$ cat config.mk
export PLATFORM = sky130hd
export DESIGN_NAME = mic_fragmenter
export DESIGN_NICKNAME = d
export VERILOG_FILES = /design/src/rtl/mfr_pkg.sv /design/src/rtl/mfr_crc32c.sv /design/src/rtl/mfr_tx.sv /design/src/rtl/mfr_rx.sv /design/src/rtl/mic_fragmenter.sv
export SDC_FILE = /design/constraint.sdc
export NUM_CORES = 1
export LEC_CHECK = 0
export CAP_MARGIN = 30
export CELL_PAD_IN_SITES_DETAIL_PLACEMENT = 1
export CELL_PAD_IN_SITES_GLOBAL_PLACEMENT = 2
export CORE_UTILIZATION = 35
export CTS_CLUSTER_SIZE = 40
export DETAILED_ROUTE_END_ITERATION = 12
export GPL_ROUTABILITY_DRIVEN = 0
export PLACE_DENSITY_LB_ADDON = 0.05
export REMOVE_ABC_BUFFERS = 1
export SYNTH_ARGS = -nofsm -noshare
export SYNTH_HDL_FRONTEND = slang
export SYNTH_SLANG_ARGS = --single-unit
$ cat constraint.sdc
create_clock -name clk -period 12.05 [get_ports clk]
set_input_delay 1.8075 -clock clk [delete_from_list [all_inputs] [get_ports clk]]
set_output_delay 1.8075 -clock clk [all_outputs]
set_load 0.05 [all_outputs]
$ cat src/rtl/mfr_pkg.sv
package mfr_pkg;

  localparam logic [31:0] CRC_SEED   = 32'hFFFF_FFFF;
  localparam logic [31:0] CRC_POLY_R = 32'h82F6_3B78;

  typedef enum logic [1:0] {
    TX_IDLE,
    TX_CRC,
    TX_HOLD,
    TX_SEND
  } tx_state_e;

  // one reflected byte step of the check register
  function automatic logic [31:0] crc_step(input logic [31:0] c, input logic [7:0] b);
    logic [31:0] r;
    r = c ^ {24'd0, b};
    for (int i = 0; i < 8; i++) begin
      r = r[0] ? ((r >> 1) ^ CRC_POLY_R) : (r >> 1);
    end
    return r;
  endfunction

endpackage

$ cat src/rtl/mfr_crc32c.sv
module mfr_crc32c (
  input  logic        clk,
  input  logic        rst_n,
  input  logic        init,
  input  logic        en,
  input  logic [7:0]  din,
  output logic [31:0] crc
);
  import mfr_pkg::*;

  always_ff @(posedge clk) begin
    if (!rst_n)    crc <= CRC_SEED;
    else if (init) crc <= CRC_SEED;
    else if (en)   crc <= crc_step(crc, din);
  end

endmodule

$ cat src/rtl/mfr_tx.sv
module mfr_tx #(
  parameter int LW = 13,
  parameter int FW = 8
) (
  input  logic          clk,
  input  logic          rst_n,
  input  logic          tx_start,
  input  logic [LW-1:0] tx_len,
  output logic          tx_busy,
  output logic [LW-1:0] buf_addr,
  input  logic [7:0]    buf_data,
  output logic          crc_init,
  output logic          crc_en,
  output logic [7:0]    crc_byte,
  input  logic [31:0]   crc_val,
  input  logic          req_valid,
  output logic          req_ready,
  input  logic [FW-1:0] req_max,
  output logic          out_valid,
  input  logic          out_ready,
  output logic [7:0]    out_data,
  output logic          out_som,
  output logic          out_eof,
  output logic          out_eom,
  output logic          out_nil
);
  import mfr_pkg::*;

  localparam int CW = (LW > FW) ? LW : FW;

  tx_state_e     state;
  logic [LW-1:0] plen;
  logic [LW-1:0] idx;
  logic [CW-1:0] left;
  logic          head;
  logic          nil_q;

  logic          open_st;
  logic          start_acc;
  logic          req_acc;
  logic [LW-1:0] total;
  logic [CW-1:0] rem_w;
  logic [CW-1:0] max_w;
  logic [CW-1:0] take;
  logic          last_byte;
  logic [1:0]    off;
  logic [7:0]    crc_sel;

  assign open_st   = (state == TX_IDLE) || (state == TX_HOLD);
  assign start_acc = open_st && tx_start;
  assign req_ready = open_st && !tx_start;
  assign req_acc   = req_valid && req_ready;

  assign total     = plen + LW'(4);
  assign rem_w     = (state == TX_HOLD) ? CW'(total - idx) : '0;
  assign max_w     = CW'(req_max);
  assign take      = (max_w < rem_w) ? max_w : rem_w;
  assign last_byte = (idx == total - LW'(1));

  // position within the appended check, low byte first
  assign off = idx[1:0] - plen[1:0];
  always_comb begin
    case (off)
      2'd0:    crc_sel = crc_val[7:0];
      2'd1:    crc_sel = crc_val[15:8];
      2'd2:    crc_sel = crc_val[23:16];
      default: crc_sel = crc_val[31:24];
    endcase
  end

  assign buf_addr  = idx;
  assign crc_init  = start_acc;
  assign crc_en    = (state == TX_CRC);
  assign crc_byte  = buf_data;
  assign tx_busy   = (state == TX_CRC);

  assign out_valid = (state == TX_SEND);
  assign out_data  = (idx < plen) ? buf_data : crc_sel;
  assign out_som   = out_valid && head;
  assign out_eof   = out_valid && (left == CW'(1));
  assign out_eom   = out_valid && last_byte;
  assign out_nil   = nil_q;

  always_ff @(posedge clk) begin
    if (!rst_n) begin
      state <= TX_IDLE;
      plen  <= '0;
      idx   <= '0;
      left  <= '0;
      head  <= 1'b0;
      nil_q <= 1'b0;
    end else begin
      nil_q <= 1'b0;
      case (state)
        TX_IDLE, TX_HOLD: begin
          if (start_acc) begin
            plen  <= tx_len;
            idx   <= '0;
            state <= (tx_len == '0) ? TX_HOLD : TX_CRC;
          end else if (req_acc) begin
            if (take == '0) begin
              nil_q <= 1'b1;
            end else begin
              left  <= take;
              head  <= (idx == '0);
              state <= TX_SEND;
            end
          end
        end
        TX_CRC: begin
          if (idx == plen - LW'(1)) begin
            idx   <= '0;
            state <= TX_HOLD;
          end else begin
            idx <= idx + LW'(1);
          end
        end
        TX_SEND: begin
          if (out_ready) begin
            left <= left - CW'(1);
            if (left == CW'(1) && last_byte) begin
              idx   <= '0;
              plen  <= '0;
              state <= TX_IDLE;
            end else begin
              idx <= idx + LW'(1);
              if (left == CW'(1)) state <= TX_HOLD;
            end
          end
        end
        default: state <= TX_IDLE;
      endcase
    end
  end

endmodule

$ cat src/rtl/mfr_rx.sv
module mfr_rx #(
  parameter int RX_MAX = 4224,
  parameter int RLW    = 13
) (
  input  logic           clk,
  input  logic           rst_n,
  input  logic           rx_hdr_valid,
  output logic           rx_hdr_ready,
  input  logic [RLW-1:0] rx_hdr_len,
  input  logic           rx_valid,
  output logic           rx_ready,
  input  logic [7:0]     rx_data,
  input  logic           rx_reset,
  output logic           rx_err,
  output logic           wr_en,
  output logic [RLW-1:0] wr_addr,
  output logic [7:0]     wr_data,
  output logic [RLW-1:0] rx_count
);

  logic [RLW-1:0] count;
  logic [RLW-1:0] left;
  logic           drop;
  logic           err_q;
  logic           hdr_acc;
  logic           byte_acc;
  logic [RLW:0]   sum;
  logic           over;

  assign rx_hdr_ready = (left == '0);
  assign rx_ready     = (left != '0);
  assign hdr_acc      = rx_hdr_valid && rx_hdr_ready && !rx_reset;
  assign byte_acc     = rx_valid && rx_ready && !rx_reset;
  assign sum          = {1'b0, count} + {1'b0, rx_hdr_len};
  assign over         = (sum > (RLW+1)'(RX_MAX));

  assign wr_en    = byte_acc && !drop;
  assign wr_addr  = count;
  assign wr_data  = rx_data;
  assign rx_count = count;
  assign rx_err   = err_q;

  always_ff @(posedge clk) begin
    if (!rst_n) begin
      count <= '0;
      left  <= '0;
      drop  <= 1'b0;
      err_q <= 1'b0;
    end else if (rx_reset) begin
      count <= '0;
      left  <= '0;
      drop  <= 1'b0;
      err_q <= 1'b0;
    end else begin
      err_q <= hdr_acc && over;
      if (hdr_acc) begin
        left <= rx_hdr_len;
        drop <= over;
      end else if (byte_acc) begin
        left <= left - RLW'(1);
        if (!drop) count <= count + RLW'(1);
      end
    end
  end

endmodule

$ cat src/rtl/mic_fragmenter.sv
module mic_fragmenter #(
  parameter  int TX_MAX_LEN = 4220,
  parameter  int RX_MAX     = 4224,
  parameter  int FRAG_W     = 8,
  localparam int TLW        = $clog2(TX_MAX_LEN + 5),
  localparam int RLW        = $clog2(RX_MAX + 1)
) (
  input  logic              clk,
  input  logic              rst_n,
  input  logic              tx_start,
  input  logic [TLW-1:0]    tx_len,
  output logic              tx_busy,
  output logic [TLW-1:0]    buf_addr,
  input  logic [7:0]        buf_data,
  input  logic              req_valid,
  output logic              req_ready,
  input  logic [FRAG_W-1:0] req_max,
  output logic              out_valid,
  input  logic              out_ready,
  output logic [7:0]        out_data,
  output logic              out_som,
  output logic              out_eof,
  output logic              out_eom,
  output logic              out_nil,
  input  logic              rx_hdr_valid,
  output logic              rx_hdr_ready,
  input  logic [RLW-1:0]    rx_hdr_len,
  input  logic              rx_valid,
  output logic              rx_ready,
  input  logic [7:0]        rx_data,
  input  logic              rx_reset,
  output logic              rx_err,
  output logic              wr_en,
  output logic [RLW-1:0]    wr_addr,
  output logic [7:0]        wr_data,
  output logic [RLW-1:0]    rx_count
);

  logic        crc_init;
  logic        crc_en;
  logic [7:0]  crc_byte;
  logic [31:0] crc_val;

  mfr_crc32c u_crc (
    .clk   (clk),
    .rst_n (rst_n),
    .init  (crc_init),
    .en    (crc_en),
    .din   (crc_byte),
    .crc   (crc_val)
  );

  mfr_tx #(.LW(TLW), .FW(FRAG_W)) u_tx (
    .clk       (clk),
    .rst_n     (rst_n),
    .tx_start  (tx_start),
    .tx_len    (tx_len),
    .tx_busy   (tx_busy),
    .buf_addr  (buf_addr),
    .buf_data  (buf_data),
    .crc_init  (crc_init),
    .crc_en    (crc_en),
    .crc_byte  (crc_byte),
    .crc_val   (crc_val),
    .req_valid (req_valid),
    .req_ready (req_ready),
    .req_max   (req_max),
    .out_valid (out_valid),
    .out_ready (out_ready),
    .out_data  (out_data),
    .out_som   (out_som),
    .out_eof   (out_eof),
    .out_eom   (out_eom),
    .out_nil   (out_nil)
  );

  mfr_rx #(.RX_MAX(RX_MAX), .RLW(RLW)) u_rx (
    .clk          (clk),
    .rst_n        (rst_n),
    .rx_hdr_valid (rx_hdr_valid),
    .rx_hdr_ready (rx_hdr_ready),
    .rx_hdr_len   (rx_hdr_len),
    .rx_valid     (rx_valid),
    .rx_ready     (rx_ready),
    .rx_data      (rx_data),
    .rx_reset     (rx_reset),
    .rx_err       (rx_err),
    .wr_en        (wr_en),
    .wr_addr      (wr_addr),
    .wr_data      (wr_data),
    .rx_count     (rx_count)
  );

endmodule

Word level (Yosys, flattened, before mapping)
Index checks and enable logic that the tools add are counted.

Flip-flop bits (word level): 103. Input port bits: 58. Output and inout port bits: 66. Word-level logic and storage cells: 132.

Add/sub/neg operators: 10. Magnitude comparators: 3. Eq/ne operators: 18. Multiplexer cells: 38. Bitwise operators: 16. Reduce and logical (&&, ||, !) cells: 36.

Operators with widths (number): $mux 32 (8); $mux 13 (15); $not 16->17 (8); $logic_not 13->1 (4); $pmux 13 s2 (2); $sub 13x1->13 const B (4); $pmux 13 s3 (1); $xor 32x8->32 (1); $add 13x1->13 const B (2); $eq 13x13->1 (2); $pmux 8 s3 (1); $mux 2 (8); $add 13x13->14 (1); $gt 14x13->1 const B (1); $add 13x3->13 const B (1); $eq 13x1->1 const B (1); $logic_and 1x1->1 (13); $lt 13x13->1 (1); $lt 8x13->1 (1); $reduce_bool 13->1 (1); $sub 13x13->13 (1); $ne 2x2->1 const B (5); $reduce_and 5->1 (2); $mux 8 (1); 18 further kinds (36).

Logic depth before layout (Yosys ltp)
Depth after elaboration: 17. Depth in mapped cells: 23. Mapped depth without buffers: 21.

Hierarchy
A second synthesis with hierarchy kept.

Cell total of the unflattened synthesis: 1118. Area, all modules: 9250.1 um2.

By module, submodules not included: mfr_tx (times used 1, cells an instance 650, area each 4992.3 um2, sequential area each 860.8 um2); mfr_rx (times used 1, cells an instance 269, area each 2199.6 um2, sequential area each 560.5 um2); mfr_crc32c (times used 1, cells an instance 199, area each 2058.2 um2, sequential area each 640.6 um2).

Worst setup path before layout
OpenSTA, ideal clock, no wires.

Kind: register -> output. Start: register u_tx.plen[3]. End: output out_eom. Arrival time: 3.664 ns. Data required time: 10.242 ns. Slack: 6.578 ns. Cell stages (with the launch flop): 10. Path buffers: 1. Path through: dfxtp_1 buf_2 inv_1 ha_1 or3_4 or3_1 a211o_1 a31oi_1 o21ai_0 nor4_1.

Cells in the longest elaborated chain, start to end: 4.

RTL lines: from (decl) (RTL line mfr_tx.sv:32) `logic [LW-1:0] plen;`; from (signal assigned) (RTL line mfr_tx.sv:97) `plen <= tx_len;`; $add 13x3->13 (RTL line mfr_tx.sv:54) `assign total = plen + LW'(4);`; $sub 13x1->13 (RTL line mfr_tx.sv:58) `assign last_byte = (idx == total - LW'(1));`; $eq 13x13->1 (RTL line mfr_tx.sv:58); $logic_and 1x1->1 (RTL line mfr_tx.sv:81) `assign out_eom = out_valid && last_byte;`; to (decl) (RTL line mic_fragmenter.sv:23) `output logic out_eom,`.

No other way between the ends.

Worst setup path after layout
Start: register u_tx.idx[1], in the netlist u_tx.buf_addr[1]. End: output out_data[6].

Cells in the longest elaborated chain, start to end: 4. Elaborated cells between the ends (all ways): 7. Those cells by class: 1 x add/sub; 1 x order compare; 2 x eq/ne; 2 x mux; 1 x reduce/logical.

RTL lines: from (decl) (RTL line mfr_tx.sv:33) `logic [LW-1:0] idx;`; from (signal assigned) (RTL line mfr_tx.sv:115) `idx <= idx + LW'(1);`; from (signal assigned) (RTL line mfr_tx.sv:126) `idx <= idx + LW'(1);`; $sub 2x2->2 (RTL line mfr_tx.sv:61) `assign off = idx[1:0] - plen[1:0];`; $eq 2x2->1 (tied with other cells) (RTL line mfr_tx.sv:63) `case (off)`; $pmux 8 s3 (RTL line mfr_tx.sv:63); $mux 8 * (RTL line mfr_tx.sv:78) `assign out_data = (idx < plen) ? buf_data : crc_sel;`; to (decl) (RTL line mic_fragmenter.sv:20) `output logic [7:0] out_data,`.

Every way passes the cells marked *; elsewhere a longest branch is shown, timed or not.

==> metrics.txt <==
first-pass GRT wire length=42.49 mm; static leakage=approximately 3.7 nW; final setup skew=0.01691 ns; largest cells by area after synthesis=sky130_fd_sc_hd__dfxtp_1, sky130_fd_sc_hd__xnor2_1, sky130_fd_sc_hd__ha_1; Seq pwr share=0.249; Synth area leader=sky130_fd_sc_hd__dfxtp_1; Inserted Clock Buffers=9; parity-gate share of the synthesized area counting xor and xnor cells=0.1676; power per cell area=170.9 mW/mm^2; die boundary width=157.7 um; Iteration-0 DRC Markers=389; Distinct cells, synth=72; Critical Path Fanout Max=9; share of synthesized area spent on multiplexers=0.03302; vias per cell=5.431; Clk pin slew, worst setup/hold paths=0.09 ns; initial antenna violation count=0; Cell Rows=56; count of pins on the block boundary=124; full die area=0.02488 mm^2; pin count of the biggest net entering global routing=66; synthesized area per cell=8.061 um^2; overall routed net length=between 20 and 30 mm; number of hold violations in the final report=0; CTS tree=done; EDFF count, synth=0; area of the placeable core=around 0.024 mm^2; area growth from synthesis to layout=18.07%; proportion of synthesized chip area in sequential cells=0.2429; area fraction in and, or, nand and nor cells after synthesis=0.2073; combinational fraction of design power=0.566; maximum capacitance violations=0; H-tree Lvls=3; post-synthesis compound-gate area fraction=0.1999; layout cell share with drive strength beyond 1=0.04987; share of async-settable or async-resettable flops after synthesis=0; maximum ir drop on the vdd rail=0.0001424 V; Clock Sinks=roughly 100; Die Height=157.7 um; setup repair after global routing missed its margin=false; post-route total power=1.713 mW; relative contribution of the clock network to total power=0.185; number of DRC violations after detailed routing=0; CP arrival=4.31 ns; Mapped Cells=roughly 1100; cts hold-fix bufs=0; Initial Utilization=0.3595; Setup-failing EPs final=0; Setup Total Neg Slack=0 ns; internal power of the cells=approximately 940 uW; flip-flop and latch count after synthesis=103; fin crit share=0.5077; switching power of the nets=768.1 uW; first-pass iteration count of the detailed router=7; WHS=0.4603 ns; post-CTS repair timing setup buffer count=0; Crit Path Category=reg -> out; leading register cell type out of synthesis=sky130_fd_sc_hd__dfxtp_1; estimated wirelength of the detail-placed design=between 20 and 25 mm; Post-Place Worst Slack=between 6 and 7 ns; combinational family with the most area after synthesis=simple AND/OR/NAND/NOR gates; Syn. warnings=0; GRT Resource Usage Total=0.2188; port buffer count=107; adder-cell area share of the yosys netlist=0.08579; remaining antenna violation count after routing=0; achievable clock frequency=163.5 MHz; total via count in the routed design=between 7000 and 8000; net switching share of the total power=0.4485; max-slew violations=0; Skew-Pair Late Insertion Delay=~0.36 ns; Critical Path Source Type=flop; crit end category=output pin; vias in the first global route=7805; cell at the root of the clock tree=sky130_fd_sc_hd__clkbuf_16; mapped cell area=0.008488 mm^2; fillers=approximately 2900; result of the run=finished clean; total number of nets in the final design=1233; data required time at the worst endpoint=10.24 ns; final core area utilization=0.4244; tightest slew margin relative to the limit=0.3648; top-area cell type share of the netlist area=0.2429; buffer depth of the longest clock path=2; mean routed wirelength per cell=around 18 um; final critical-path required period=6.118 ns; crit path setup slack, layout=5.932 ns; total congestion overflow=0; measured slew at the worst slew-check pin=0.9460 ns; quantity of gates resized following cts=0; Min-Delay Path Class=reg -> reg
## cells in the mapped netlist, drive strengths merged (5+ instances only)
cell type  count
dfxtp        103
xnor2        100
nand4          9
nand2b        11
nand2         89
a221oi         6
a21o           6
o21a          15
a22oi         14
o211ai        38
nor3          18
and3          12
nor2          96
clkbuf        27
o21ai         33
or4            6
nor2b          8
or2            5
nor3b          5
or3           14
a21oi         50
ha            55
mux4           8
xor2          53
nand3         37
buf           33
nor4          25
and2           7
inv           56
a21boi         7
a211oi        11
mux2           8
o22ai          8
o31a           6
a31oi         11
## worst max-delay path: stages, from the launching register on
cell	delay [ns]
sky130_fd_sc_hd__dfxtp_1	0.55
sky130_fd_sc_hd__inv_1	0.12
sky130_fd_sc_hd__ha_1	0.36
sky130_fd_sc_hd__nand2b_1	0.09
sky130_fd_sc_hd__a21oi_1	0.09
sky130_fd_sc_hd__o21a_1	0.17
sky130_fd_sc_hd__o21ai_0	0.13
sky130_fd_sc_hd__a21boi_0	0.10
sky130_fd_sc_hd__o21a_1	0.18
sky130_fd_sc_hd__o21ai_0	0.17
sky130_fd_sc_hd__a21oi_1	0.11
sky130_fd_sc_hd__a211oi_2	0.76
sky130_fd_sc_hd__mux2_2	0.41
sky130_fd_sc_hd__clkdlybuf4s50_1	0.70
## per-stage QoR
step           cells  cell area (um^2)
2_1_floorplan    993              8163
3_3_place_gp    1426              9701
3_5_place_dp    1426              9701
4_1_cts         1442             10020
5_1_grt         1442             10020
6_report        1443             10020
## final timing paths
check / from / end / slack (ns) / cells after the start
hold reg to reg: u_tx.head / u_tx.head / 0.46 / 2
hold / removal: u_tx.head / u_tx.head / 0.46 / 2
setup reg to reg: u_tx.plen[3] / u_tx.left[0] / 6.59 / 21
setup / recovery: u_tx.buf_addr[1] / out_data[6] / 5.93 / 13
## sequential cells by signal (all words and copies together), names as in the netlist
signal,cells
u_tx.head,1
u_tx.out_nil,1
u_rx.rx_err,1
u_tx.left,13
u_tx.state,2
u_rx.drop,1
u_crc.crc,32
u_rx.rx_count,13
u_rx.left,13
u_tx.buf_addr,13
u_tx.plen,13
## power by group through the flow
stage          sequential [mW]  combinational, mW  clock [mW]
2_1_floorplan            0.427              0.738           0
3_3_place_gp             0.434              0.967           0
3_5_place_dp             0.434              0.972           0
4_1_cts                  0.426              0.980       0.331
5_1_grt                  0.433               1.07       0.344
6_report                 0.426              0.969       0.318
## per-layer routing
| layer | wire length, um | global-route usage | part of all wire | vias up |
|---|---|---|---|---|
| met5 | 0 | 0 | 0 | - |
| met3 | 803 | 0.03449 | 0.031 | 9 |
| met4 | 157 | 0.02681 | 0.0060 | 0 |
| met1 | 12790 | 0.2945 | 0.49 | 3816 |
| li1 | - | - | - | 3898 |
| met2 | 12570 | 0.3751 | 0.48 | 114 |
## layout make-up
class | count | area (um^2) | share of cell area
well taps | 319 | 399.1 | 0.03983
clock buffers | 9 | 225.2 | 0.02247
inverters | 57 | 214.0 | 0.02135
flip-flops and latches | 103 | 2062 | 0.2057
repair buffers | 114 | 1124 | 0.1121
multi-input cells | 833 | 5902 | 0.5889
diodes | 1 | 2.502 | 0.0002497
clock inverters | 7 | 93.84 | 0.009363
## cell usage in the layout, fill, tap and decap left out, types with 8 or more instances in the layout
cell type,n
sky130_fd_sc_hd__clkdlybuf4s50_1,107
sky130_fd_sc_hd__dfxtp_1,103
sky130_fd_sc_hd__nor2_1,95
sky130_fd_sc_hd__xnor2_1,95
sky130_fd_sc_hd__nand2_1,88
sky130_fd_sc_hd__inv_1,56
sky130_fd_sc_hd__ha_1,55
sky130_fd_sc_hd__xor2_1,53
sky130_fd_sc_hd__a21oi_1,50
sky130_fd_sc_hd__o211ai_1,38
sky130_fd_sc_hd__nand3_1,37
sky130_fd_sc_hd__o21ai_0,31
sky130_fd_sc_hd__nor4_1,25
sky130_fd_sc_hd__nor3_1,18
sky130_fd_sc_hd__o21a_1,15
sky130_fd_sc_hd__a22oi_1,14
sky130_fd_sc_hd__or3_1,13
sky130_fd_sc_hd__and3_1,12
sky130_fd_sc_hd__nand2b_1,11
sky130_fd_sc_hd__a31oi_1,11
sky130_fd_sc_hd__a211oi_1,10
sky130_fd_sc_hd__nand4_1,9
sky130_fd_sc_hd__clkbuf_16,9
sky130_fd_sc_hd__mux4_2,8
sky130_fd_sc_hd__mux2_2,8
sky130_fd_sc_hd__nor2b_1,8
sky130_fd_sc_hd__o22ai_1,8
## kinds of logic (layout without fill, tap and decap cells)
kind of cell	Yosys count	after routing
muxes	17	17
DFF	103	103
buffers and inverters	117	187
xor gates and xnor gates	155	155
other	0	1
and+or+nand+nor	357	357
adders and majority gates	57	57
AOI/OAI and AO/OA	247	247
(Power assumes the default switching activity.)
